==> src/rtl/pingpong_wr_pkg.sv <==
package pingpong_wr_pkg;
  // Strobes from control to datapath
  typedef struct packed {
    logic load;    // capture a new upstream word and raise write
    logic retire;  // current write accepted by memory
  } wrStrobe_t;
endpackage

==> src/rtl/pingpong_wr_ctrl.sv <==
module pingpong_wr_ctrl
  import pingpong_wr_pkg::*;
#(
  parameter int PKT_WORDS = 1157,
  parameter int IDX_W     = (PKT_WORDS > 1) ? $clog2(PKT_WORDS) : 1
) (
  input  logic             clk,
  input  logic             rst,
  input  logic             enable,
  input  logic             inValid,
  input  logic             memWait,
  input  logic             memBusy,
  input  logic             irqAck,
  output logic             inReady,
  output wrStrobe_t        strb,
  output logic             bufSel,
  output logic [IDX_W-1:0] wordIdx,
  output logic             irq,
  output logic             irqBuf,
  output logic             overflow
);
  localparam logic [IDX_W-1:0] LAST_IDX = IDX_W'(PKT_WORDS - 1);

  logic [1:0] full, fullNxt;
  logic       ackPtr;
  logic       lastWord, nextSel, retire, load;

  assign retire   = memBusy & ~memWait;
  assign lastWord = (wordIdx == LAST_IDX);
  assign nextSel  = (retire && lastWord) ? ~bufSel : bufSel;
  assign inReady  = enable & ~full[nextSel] & (~memBusy | retire);
  assign load     = inValid & inReady;
  assign strb     = '{load: load, retire: retire};

  always_comb begin
    fullNxt = full;
    if (irqAck && full[ackPtr]) fullNxt[ackPtr] = 1'b0;
    if (retire && lastWord)     fullNxt[bufSel] = 1'b1;
  end

  always_ff @(posedge clk) begin
    if (rst) begin
      bufSel   <= 1'b0;
      wordIdx  <= '0;
      full     <= '0;
      ackPtr   <= 1'b0;
      overflow <= 1'b0;
    end else begin
      full <= fullNxt;
      if (irqAck && full[ackPtr]) ackPtr <= ~ackPtr;
      if (retire) begin
        if (lastWord) begin
          wordIdx <= '0;
          bufSel  <= ~bufSel;
        end else begin
          wordIdx <= wordIdx + IDX_W'(1);
        end
      end
      if ((&full) && inValid) overflow <= 1'b1;
    end
  end

  assign irq    = |full;
  assign irqBuf = ackPtr;


  idx_range_chk: assert property (@(posedge clk) disable iff (rst)
    wordIdx <= LAST_IDX);


  irq_hold_chk: assert property (@(posedge clk) disable iff (rst)
    irq && !irqAck |=> irq);


  overflow_sticky_chk: assert property (@(posedge clk) disable iff (rst)
    overflow |=> overflow);


  full_block_chk: assert property (@(posedge clk) disable iff (rst)
    (&full) |-> !load);
endmodule

==> src/rtl/pingpong_wr_dpath.sv <==
module pingpong_wr_dpath
  import pingpong_wr_pkg::*;
#(
  parameter int DATA_W    = 32,
  parameter int ADDR_W    = 32,
  parameter int PKT_WORDS = 1157,
  parameter int IDX_W     = (PKT_WORDS > 1) ? $clog2(PKT_WORDS) : 1
) (
  input  logic              clk,
  input  logic              rst,
  input  wrStrobe_t         strb,
  input  logic [DATA_W-1:0] inData,
  input  logic [ADDR_W-1:0] baseAddr,
  input  logic              bufSel,
  input  logic [IDX_W-1:0]  wordIdx,
  output logic              memWrite,
  output logic [DATA_W-1:0] memWrData,
  output logic [ADDR_W-1:0] memAddr
);
  localparam int BYTE_SH = $clog2(DATA_W / 8);

  logic [ADDR_W-1:0] slot, offset;

  assign slot    = ADDR_W'(wordIdx) + (bufSel ? ADDR_W'(PKT_WORDS) : '0);
  assign offset  = slot << BYTE_SH;
  assign memAddr = baseAddr | offset;

  always_ff @(posedge clk) begin
    if (rst) begin
      memWrite  <= 1'b0;
      memWrData <= '0;
    end else if (strb.load) begin
      memWrite  <= 1'b1;
      memWrData <= inData;
    end else if (strb.retire) begin
      memWrite  <= 1'b0;
    end
  end
endmodule

==> src/rtl/pingpong_wr_master.sv <==
module pingpong_wr_master
  import pingpong_wr_pkg::*;
#(
  parameter int DATA_W    = 32,
  parameter int ADDR_W    = 32,
  parameter int BURST_W   = 4,
  parameter int PKT_WORDS = (37000 + DATA_W - 1) / DATA_W
) (
  input  logic                  clk,
  input  logic                  rst,
  input  logic                  enable,
  input  logic [ADDR_W-1:0]     baseAddr,
  input  logic [DATA_W-1:0]     inData,
  input  logic                  inValid,
  output logic                  inReady,
  input  logic                  memWait,
  output logic [ADDR_W-1:0]     memAddr,
  output logic [DATA_W-1:0]     memWrData,
  output logic                  memWrite,
  output logic [DATA_W/8-1:0]   memByteEn,
  output logic [BURST_W-1:0]    memBurst,
  output logic                  irq,
  output logic                  irqBuf,
  input  logic                  irqAck,
  output logic                  overflow
);
  localparam int IDX_W = (PKT_WORDS > 1) ? $clog2(PKT_WORDS) : 1;

  wrStrobe_t        strb;
  logic             bufSel;
  logic [IDX_W-1:0] wordIdx;

  pingpong_wr_ctrl #(.PKT_WORDS(PKT_WORDS), .IDX_W(IDX_W)) uCtrl (
    .clk(clk), .rst(rst), .enable(enable), .inValid(inValid),
    .memWait(memWait), .memBusy(memWrite), .irqAck(irqAck),
    .inReady(inReady), .strb(strb), .bufSel(bufSel), .wordIdx(wordIdx),
    .irq(irq), .irqBuf(irqBuf), .overflow(overflow)
  );

  pingpong_wr_dpath #(.DATA_W(DATA_W), .ADDR_W(ADDR_W),
                      .PKT_WORDS(PKT_WORDS), .IDX_W(IDX_W)) uDpath (
    .clk(clk), .rst(rst), .strb(strb), .inData(inData),
    .baseAddr(baseAddr), .bufSel(bufSel), .wordIdx(wordIdx),
    .memWrite(memWrite), .memWrData(memWrData), .memAddr(memAddr)
  );

  assign memByteEn = '1;
  assign memBurst  = BURST_W'(1);


  hold_req_chk: assert property (@(posedge clk) disable iff (rst)
    memWrite && memWait |=> memWrite && $stable(memAddr) && $stable(memWrData));


  drop_write_chk: assert property (@(posedge clk) disable iff (rst)
    memWrite && !memWait && !(inValid && inReady) |=> !memWrite);
endmodule

==> config.mk <==
export PLATFORM = sky130hd
export DESIGN_NAME = pingpong_wr_master
export DESIGN_NICKNAME = d
export VERILOG_FILES = /design/src/rtl/pingpong_wr_pkg.sv /design/src/rtl/pingpong_wr_ctrl.sv /design/src/rtl/pingpong_wr_dpath.sv /design/src/rtl/pingpong_wr_master.sv
export SDC_FILE = /design/constraint.sdc
export NUM_CORES = 1
export LEC_CHECK = 0
export ABC_AREA = 0
export ABC_CLOCK_PERIOD_IN_PS = 2200
export BUFFER_PORTS_ARGS = -buffer_cell sky130_fd_sc_hd__buf_2
export CORE_MARGIN = 2
export CORE_UTILIZATION = 40
export DETAILED_ROUTE_END_ITERATION = 6
export PLACE_DENSITY = 0.74
export SLEW_MARGIN = 20
export SYNTH_ARGS = -nofsm -noshare
export SYNTH_HDL_FRONTEND = slang
export SYNTH_HIERARCHICAL = 1
export SYNTH_SLANG_ARGS = --single-unit
==> constraint.sdc <==
create_clock -name clk -period 2.2 [get_ports clk]
set_clock_uncertainty 0.15 [all_clocks]
set_input_delay 0.44 -clock clk [delete_from_list [all_inputs] [get_ports clk]]
set_output_delay 0.44 -clock clk [all_outputs]
set_load 0.03 [all_outputs]
Word level (Yosys, flattened, before mapping) --
Index checks and enable logic that the tools add are counted.
Word-level totals: register bits 49, bits in latches 0, memory bits (writable) 0, bits in read-only memories 0, bits of input ports 70, output and inout bits 77, word-level logic and storage cells 53, memories 0
Cells by class: add/sub/neg operators 2, $mul 0, divide/modulo/power cells 0, order comparisons 5, eq/ne operators 1, shift-type cells 0, mux-type cells 15, bitwise logic cells 14, reduce and logical (&&, ||, !) cells 9
Operator list (count):
- bitwise OR 32 bit | 1
- adder 11 x 30 -> 30 bit | 1
- two-way mux 11 bit | 2
- adder 11 x 1 -> 11 bit, second input constant | 1
- equality test 11 bit, second input constant | 1
- two-way mux 1 bit | 9
- < comparator 1 x 2 -> 1 bit, second input constant | 3
- logical AND 1 bit | 5
- NOT 1 bit | 5
- AND 1 bit | 4
- two-way mux 2 bit | 2
- AND reduction 2 bit | 2
- AND 2 bit | 1
- demux 1 bit (select 1 bit) | 2
- greater-or-equal comparator 1 bit, second input constant | 2
- NOT 2 bit | 1
- bitwise OR 2 bit | 1
- nonzero test 2 bit | 1
- OR reduction 2 bit | 1
- bitwise OR 1 bit | 1

Depth between registers and ports, before layout --
Gate-level depths: netlist of the first run.
word-level depth 11, gate-level depth with buffers 11, gate-level depth less buffers 8

Hierarchy --
Netlist of the first run, hierarchy kept.
Modules (own cells, without submodules):
- pingpong_wr_dpath | times used 1, cells an instance 183, area an instance 1697.9 µm², sequential area each 660.6 µm²
- pingpong_wr_ctrl | times used 1, cells an instance 96, area an instance 875.8 µm², sequential area each 320.3 µm²
- pingpong_wr_master | times used 1, cells an instance 10, area an instance 67.6 µm², sequential area each 0.0 µm²

Least setup slack after synthesis of the first run --
OpenSTA, ideal clock, no wires.
path kind register to output, from register uCtrl.bufSel, to output port memAddr[12], arrival time 1944 ps, data required time 1610 ps, setup slack -334 ps, cell stages (with the launch flop) 6, buffers on the path 0, cells stage by stage dfxtp_1 -> ha_1 -> ha_1 -> a21o_1 -> nand3_1 -> a211oi_1
On the way: cells in the longest elaborated chain, start to end 3
Ends and longest elaborated chain:
- start: declaration | line pingpong_wr_ctrl.sv:16 | output logic bufSel,
- start signal: assignment | line pingpong_wr_ctrl.sv:54 | bufSel <= ~bufSel;
- two-way mux 11 bit | line pingpong_wr_dpath.sv:24 | assign slot = ADDR_W'(wordIdx) + (bufSel ? ADDR_W'(PKT_WORDS) : '0);
- adder 11 x 30 -> 30 bit | line pingpong_wr_dpath.sv:24
- bitwise OR 32 bit | line pingpong_wr_dpath.sv:26 | assign memAddr = baseAddr | offset;
- end: declaration | line pingpong_wr_master.sv:17 | output logic [ADDR_W-1:0] memAddr,
No other way between the ends.

Worst setup path in the final report of the first run --
from register uCtrl.bufSel, to output port memAddr[7]
Same word-level chain as after synthesis.

==> results of run 1 <==
[area by class of cell]
cell class              instances  area, sq um  share of cell area, %
multi-input cells             199         1600                   43.0
flip-flops and latches         49          998                   26.9
repair buffers                132          906                   24.4
well taps                      77         96.3                   2.59
clock buffers                   5         68.8                   1.85
clock inverters                 3         28.8                  0.774
inverters                       5         21.3                  0.572
[through the flow]
stage | setup slack [ns] | utilization [%] | TNS [ns] | power [mW]
final | -0.284 | 58.2 | -1.94 | 1.87
after global routing | -0.331 | 58.2 | -2.73 | 1.94
after CTS | -0.251 | 55.7 | -1.69 | 1.87
after detailed placement | -0.0394 | 49.7 | -0.0774 | 1.28
after global placement | -0.0126 | 49.7 | -0.0131 | 1.27
after floorplan | 0.00515 | - | 0 | 1.25
[metal layers]
layer  routed length (um)  vias to the layer above  GRT usage [%]  share of wire (%)
li1                     -                     1158              -                  -
met1                 2770                     1090           21.3                 43
met2                 3020                       98           26.5                 47
met3                  514                       15           4.77                8.0
met4                  101                        0           5.19                1.6
met5                    0                        -              0                  0
[synth_stat cells, drive strengths merged, types with 5 or more instances]
library cell and n:
ha 7, o21ai 5, nand3 7, buf 37
nor2 55, dfxtp 49, nor3 8, clkbuf 5
inv 5, xor2 5, xnor2 8, mux2i 34
nor2b 7, nand2 8
[worst paths after layout]
kind | end | slack [ns] | cells after the start
worst min-delay path | uDpath/memWrData[25] | 0.21 | 3
worst max-delay path | memAddr[7] | -0.28 | 6
worst max register to register | uDpath/memWrData[28] | 0.08 | 9
worst min register to register | uCtrl/overflow | 0.34 | 2
[cells by family after synthesis]
kind of cell	share of synthesized area, %
AO/OA/AOI/OAI	7.67
buffers and inverters	11.7
AND/OR/NAND/NOR	22.6
adder cells (fa/ha/maj)	3.32
multiplexers	12.9
other	0.284
flip-flops	37.1
XOR/XNOR	4.31
[power by group through the flow]
stage               Clock (mW)  Combinational (mW)  Sequential (mW)
floorplan                    0               0.231             1.01
global placement             0               0.318            0.953
detailed placement           0               0.322            0.954
CTS                      0.596               0.340            0.933
global route             0.620               0.385            0.937
finish                   0.573               0.360            0.933
[timing repair]
item,in CTS,in global routing
pin swaps,15,8
setup buffers,7,6
setup endpoints to repair,12,43
gates cloned,0,2
gates resized for setup,51,17
[sequential cells by signal (all words and copies together), names as in the netlist]
register and cells:
uDpath/memWrData 32, uCtrl/wordIdx 11, uCtrl/full 2, uCtrl/bufSel 1
uCtrl/irqBuf 1, uCtrl/overflow 1, uDpath/memWrite 1
[cell usage in the layout (no fill, tap or decap), types with 6 or more instances in the layout]
cell type	netlist	layout
buf_2	5	87
buf_4	30	24
buf_6	2	16
conb_1	2	8
dfxtp_1	49	41
ha_4	0	6
mux2i_1	34	32
nand2_1	8	6
nand3_1	7	6
nor2_1	45	45
nor2_2	10	10
nor2b_1	7	6
nor3_1	7	7
xnor2_1	8	6
[critical path, stage by stage (launching register included)]
cell and delay, ns:
dfxtp_4 0.39, ha_4 0.30, a31oi_4 0.10, buf_6 0.15, o21ai_2 0.10, or3b_1 0.39
buf_6 0.16
==> qor.csv, run 1 <==
stage,metric,value,unit
sta,post-route clock period utilization,113,%
critical_path,reg2reg start,uCtrl/wordIdx[8],
cts,CTS sink cnt,49,
global_routing,pin count of the biggest net entering global routing,21,
cells_and_area,cell area after layout,3720,sq um
cts,Worst-path clk slew,0.11,ns
cells_and_area,Layout Cells excl Fill,470,
route,drt drc,0,
die,Die Wd,85.3,um
route,Avg WL per Cell,13.6,um
route,drt initial violations,164,
pwr,Sequential Power Share,50.0,%
yosys,Synth area leader,dfxtp_1,
cells_and_area,layout cells sized above 1,49.1,%
cts,"Clk Latency, worst-skew pair",0.30,ns
yosys,Mapped Cells,289,
global_routing,number of antenna violations at the first check in global routing,0,
cts,number of CTS-inserted buffers,5,
global_routing,Overflow after GRT,0,
place,Buffers on Ports,98,
die,Top Ports,147,
sta,RSZ-0062 raised after global routing,true,
hold_path,type of the tightest min-delay check,input port to flip-flop,
cells_and_area,nets,469,
yosys,ys flop type,dfxtp_1,
route,post-route ant nets,0,
route,Pre-antenna DRT Iters,5,
place,cell total after placement,448,
pwr,clock share of power,30.7,%
hold_path,hold path start,inData[25],
critical_path,data required time at the worst endpoint,1.61,ns
yosys,count of cell types in the netlist,50,
sta,final hold vios,0,
die,DIE AREA,7270,sq um
pwr,pwr dens,502,nW/um^2
yosys,Post-Syn Area,2640,sq um
job,Max Cap Viol,0,
cts,CTS Hold Bufs,0,
critical_path,crit path max fanout,5,
yosys,synth warn,6,
sta,fin worst setup slack,-0.284,ns
pwr,VDD IR max,0.447,mV
route,Vias/cell,5.02,
pwr,P_sw,0.563,mW
global_routing,gr usage total,16.5,%
critical_path,crit path capture type,output port,
yosys,share of the yosys chip area belonging to registers,37.1,%
yosys,#FFs+latches synth,49,
die,core area,6390,sq um
sta,Worst Hold Margin,0.212,ns
pwr,Static Leak,1.68,nW
global_routing,first-pass GRT wire length,9.88,mm
cells_and_area,antenna diode count,0,
critical_path,Critical path origin,uCtrl/bufSel,
pwr,Int Pwr,1.30,mW
critical_path,arrival time worst endpoint,1.89,ns
yosys,synth top area cells,"dfxtp_1 37%, mux2i_1 13%, buf_4 8.5%, nor2_1 6.4%, ha_1 3.3%",
die,initial core utilization,41.4,%
sta,"Slew Viols, Final",0,
yosys,"EDFF count, synth",0,
place,placed instance area,3180,sq um
route,DRT Wirelength,6.41,mm
die,# rows,29,
place,HPWL Detailed,4.24,mm
run_status,status,"complete, but fails checks",
route,detailed-route via count,2361,
yosys,ys async rst share,0,%
critical_path,Crit Path Class,flip-flop to output port,
run_status,failing checks,setup timing,
sta,post-layout min period,2.48,ns
sta,Max Freq,403,MHz
die,Die Y-Extent,85.3,um
pwr,Net Sw Frac,30.2,%
yosys,Synth top area share,37.1,%
pwr,Comb power frac,19.3,%
cells_and_area,filler instances,521,
cells_and_area,Layout area overhead,40.7,%
cts,TritonCTS clock tree,done,
yosys,Synth Area per Inst,9.14,sq um
global_routing,vias in the first global route,2218,
sta,Final setup viols,11,
critical_path,type of origin of the critical path,flip-flop,
cts,Root Driver,clkbuf_8,
place,routability-driven placement congestion ratio,0.839,
cts,clock tree buffer depth,2,
cts,H-tree Lvls,2,
No activity file was read; power rests on OpenSTA's default activity.
==> run 2, diff against run 1 <==
Settings changed: ABC_AREA 0 to 1, CORE_ASPECT_RATIO set to 0.9, CORE_UTILIZATION 40 to 41, PLACE_DENSITY 0.74 to 0.75.
==> run 2 against run 1 <==
The flow still finishes with violations (setup timing); fmax grew 6.9%; core utilization grew 0.32 points; clock power grew 2%.
==> qor.csv, run 2 <==
stage,metric,value,unit
run_status,status,"complete, but fails checks",
run_status,failing checks,setup timing,
critical_path,cells on worst reg2reg path,15,
yosys,share of the yosys chip area belonging to registers,36.4,%
yosys,Synth area leader,dfxtp_1,
pwr,VDD IR max,0.440,mV
yosys,"count leader, synth",nand2_1,
yosys,ys flop type,dfxtp_1,
route,detailed-route via count,3018,
critical_path,FF-to-FF setup slack,-0.01,ns
route,Avg WL per Cell,13.4,um
sta,setup_tns,-0.833,ns
global_routing,number of antenna violations at the first check in global routing,0,
cts,CTS sink cnt,49,
sta,Final setup viols,11,
pwr,Power Total,1.89,mW
yosys,synth top area cells,"dfxtp_1 36%, nand2_1 18%, a21oi_1 8.7%, buf_4 8.4%, inv_1 5.3%",
cells_and_area,"most common cell after layout, fill and taps aside",nand2_1,
yosys,ys async rst share,0,%
cts,TritonCTS clock tree,done,
cts,"Clk Latency, worst-skew pair",0.30,ns
place,routability-driven placement congestion ratio,0.866,
cells_and_area,"commonest non-fill, non-tap cells in the layout","112 x nand2_1, 89 x buf_2, 44 x dfxtp_1",
critical_path,reg2reg start,uCtrl/wordIdx[0],
route,Pre-antenna DRT Iters,5,
global_routing,first-pass GRT wire length,10.8,mm
sta,final hold vios,0,
place,cell total after placement,574,
cells_and_area,nets,583,
critical_path,crit path capture type,output port,
sta,post-route clock period utilization,106,%
yosys,count of cell types in the netlist,29,
die,core area,6480,sq um
critical_path,data required time at the worst endpoint,1.61,ns
cells_and_area,Layout Cells excl Fill,597,
critical_path,worst path cell trace,"ha_4, buf_6, nand2_4, nor2_2, nand2_1, nand2_2, nand2_2, nand2_2, nand3_2, buf_6",
critical_path,r2r endpoint,uDpath/memWrData[12],
cells_and_area,Largest register FFs,32,
yosys,Synth Area per Inst,6.69,sq um
sta,"Slew Viols, Final",0,
cts,number of CTS-inserted buffers,5,
cells_and_area,Layout Utilization,58.5,%
global_routing,vias in the first global route,2530,
pwr,pwr dens,499,nW/um^2
sta,post-layout min period,2.32,ns
route,Vias/cell,5.06,
sta,Max Freq,430,MHz
die,DIE AREA,7240,sq um
critical_path,crit path max fanout,4,
hold_path,hold path start,inData[11],
critical_path,arrival time worst endpoint,1.73,ns
sta,RSZ-0062 raised after global routing,true,
cts,clock tree buffer depth,2,
hold_path,Hold EP,uDpath/memWrData[11],
place,placed instance area,3200,sq um
critical_path,Worst path max stage delay,0.38,ns
cells_and_area,antenna diode count,0,
cts,Root Driver,clkbuf_8,
yosys,#FFs+latches synth,49,
place,"worst slack, placed",0.0218,ns
cts,Worst-path clk slew,0.11,ns
yosys,synth warn,6,
die,initial core utilization,41.6,%
cells_and_area,cell area after layout,3790,sq um
sta,Worst Hold Margin,0.216,ns
critical_path,Slowest cell on crit path,dfxtp_4,
cells_and_area,Largest regs,"uDpath/memWrData x32, uCtrl/wordIdx x11, uCtrl/full x2",
cells_and_area,layout cells sized above 1,41.4,%
job,Max Cap Viol,0,
yosys,"EDFF count, synth",0,
yosys,Mapped Cells,403,
die,Die Y-Extent,80.9,um
cells_and_area,Layout area overhead,40.8,%
critical_path,Crit Path Class,flip-flop to output port,
die,# rows,28,
cts,H-tree Lvls,2,
route,post-route ant nets,0,
yosys,Post-Syn Area,2700,sq um
yosys,synth cell count leaders,"129 x nand2_1, 49 x dfxtp_1, 47 x a21oi_1, 38 x inv_1, 30 x buf_4",
die,Top Ports,147,
die,Die Wd,89.5,um
pwr,Static Leak,1.76,nW
sta,fin worst setup slack,-0.124,ns
critical_path,Crit path top cell by count,nand2_2,
global_routing,Overflow after GRT,0,
place,HPWL Detailed,4.98,mm
route,drt initial violations,232,
hold_path,type of the tightest min-delay check,input port to flip-flop,
route,DRT Wirelength,8.02,mm
yosys,Synth top area share,36.4,%
hold_path,Hold Crit Depth,3,
place,Buffers on Ports,98,
cells_and_area,largest reg by FF count,uDpath/memWrData,
route,drt drc,0,
global_routing,gr usage total,18.2,%
critical_path,type of origin of the critical path,flip-flop,
global_routing,pin count of the biggest net entering global routing,35,
==> run 2: cell count changes after synthesis, moves of 5 or more <==
cell	before	now
nor2_1	45	26
o21ai_1	5	0
nand2_1	8	129
xnor2_1	8	0
nor2b_1	7	0
a21oi_1	3	47
nor2_2	10	4
mux2i_1	34	0
inv_1	5	38
nand3_1	7	20
o21ai_0	0	5
==> run 2: cells by family (layout without fill, tap and decap cells) <==
logic type	count (synthesis)	after routing	synth area share, %
flops	49	49	36.4
simple gates	204	204	32.8
buf+inv	84	182	16.1
xor+xnor	1	1	0.325
other cells	2	8	0.279
compound gates	56	56	10.8
fa+ha+maj	7	7	3.25
==> run 2: routing by layer <==
| metal | vias to the layer above | GRT usage, % | routed length, um |
|---|---|---|---|
| met5 | - | 0 | 0 |
| met4 | 0 | 5.82 | 129 |
| met3 | 23 | 2.85 | 612 |
| met2 | 170 | 30.3 | 4120 |
| met1 | 1384 | 24.1 | 3160 |
| li1 | 1441 | - | - |
==> run 2: worst max-delay path by stage <==
| stage | startpoint | end | slack, ns |
|---|---|---|---|
| 6_report | uCtrl/bufSel | memAddr[11] | -0.12 |
| 2_1_floorplan | uCtrl/bufSel | memAddr[7] | 0.002 |
| 3_5_place_dp | uCtrl/wordIdx[0] | uDpath/memWrData[24] | 0.02 |
| 5_1_grt | uCtrl/wordIdx[0] | memAddr[6] | -0.22 |
| 4_1_cts | uCtrl/bufSel | memAddr[6] | -0.13 |
| 3_3_place_gp | uCtrl/wordIdx[0] | uDpath/memWrData[9] | 0.1 |
==> run 2: timing repair <==
| action | 4_1_cts | 5_1_grt |
|---|---|---|
| pin swaps | 14 | 32 |
| setup buffers | 5 | 6 |
| hold buffers | 0 | 0 |
| endpoints found under the setup margin | 11 | 40 |
| endpoints found under the hold margin | 0 | 0 |
| cloned | 0 | 4 |
| resized for setup | 46 | 48 |
==> run 2: worst max-delay path, delay by kind of cell, from the launching register on <==
kind	cells	cell delay, ns
and+or+nand+nor	7	0.51
DFF	1	0.38
adders and majority gates	1	0.28
buffers and inverters	2	0.26
==> run 2: final cells by class <==
type	instances	area [sq um]
repair buffers	132	890
clock inverters	3	28.8
well taps	90	113
flip-flops and latches	49	992
inverters	42	160
multi-input cells	276	1540
clock buffers	5	68.8
fillers	546	2690
==> run 2: report_power, final <==
group / leakage [nW] / switching, mW / internal (mW)
Sequential: 0.402 / 0.0179 / 0.916
Combinational: 1.30 / 0.232 / 0.144
Clock: 0.0506 / 0.344 / 0.239
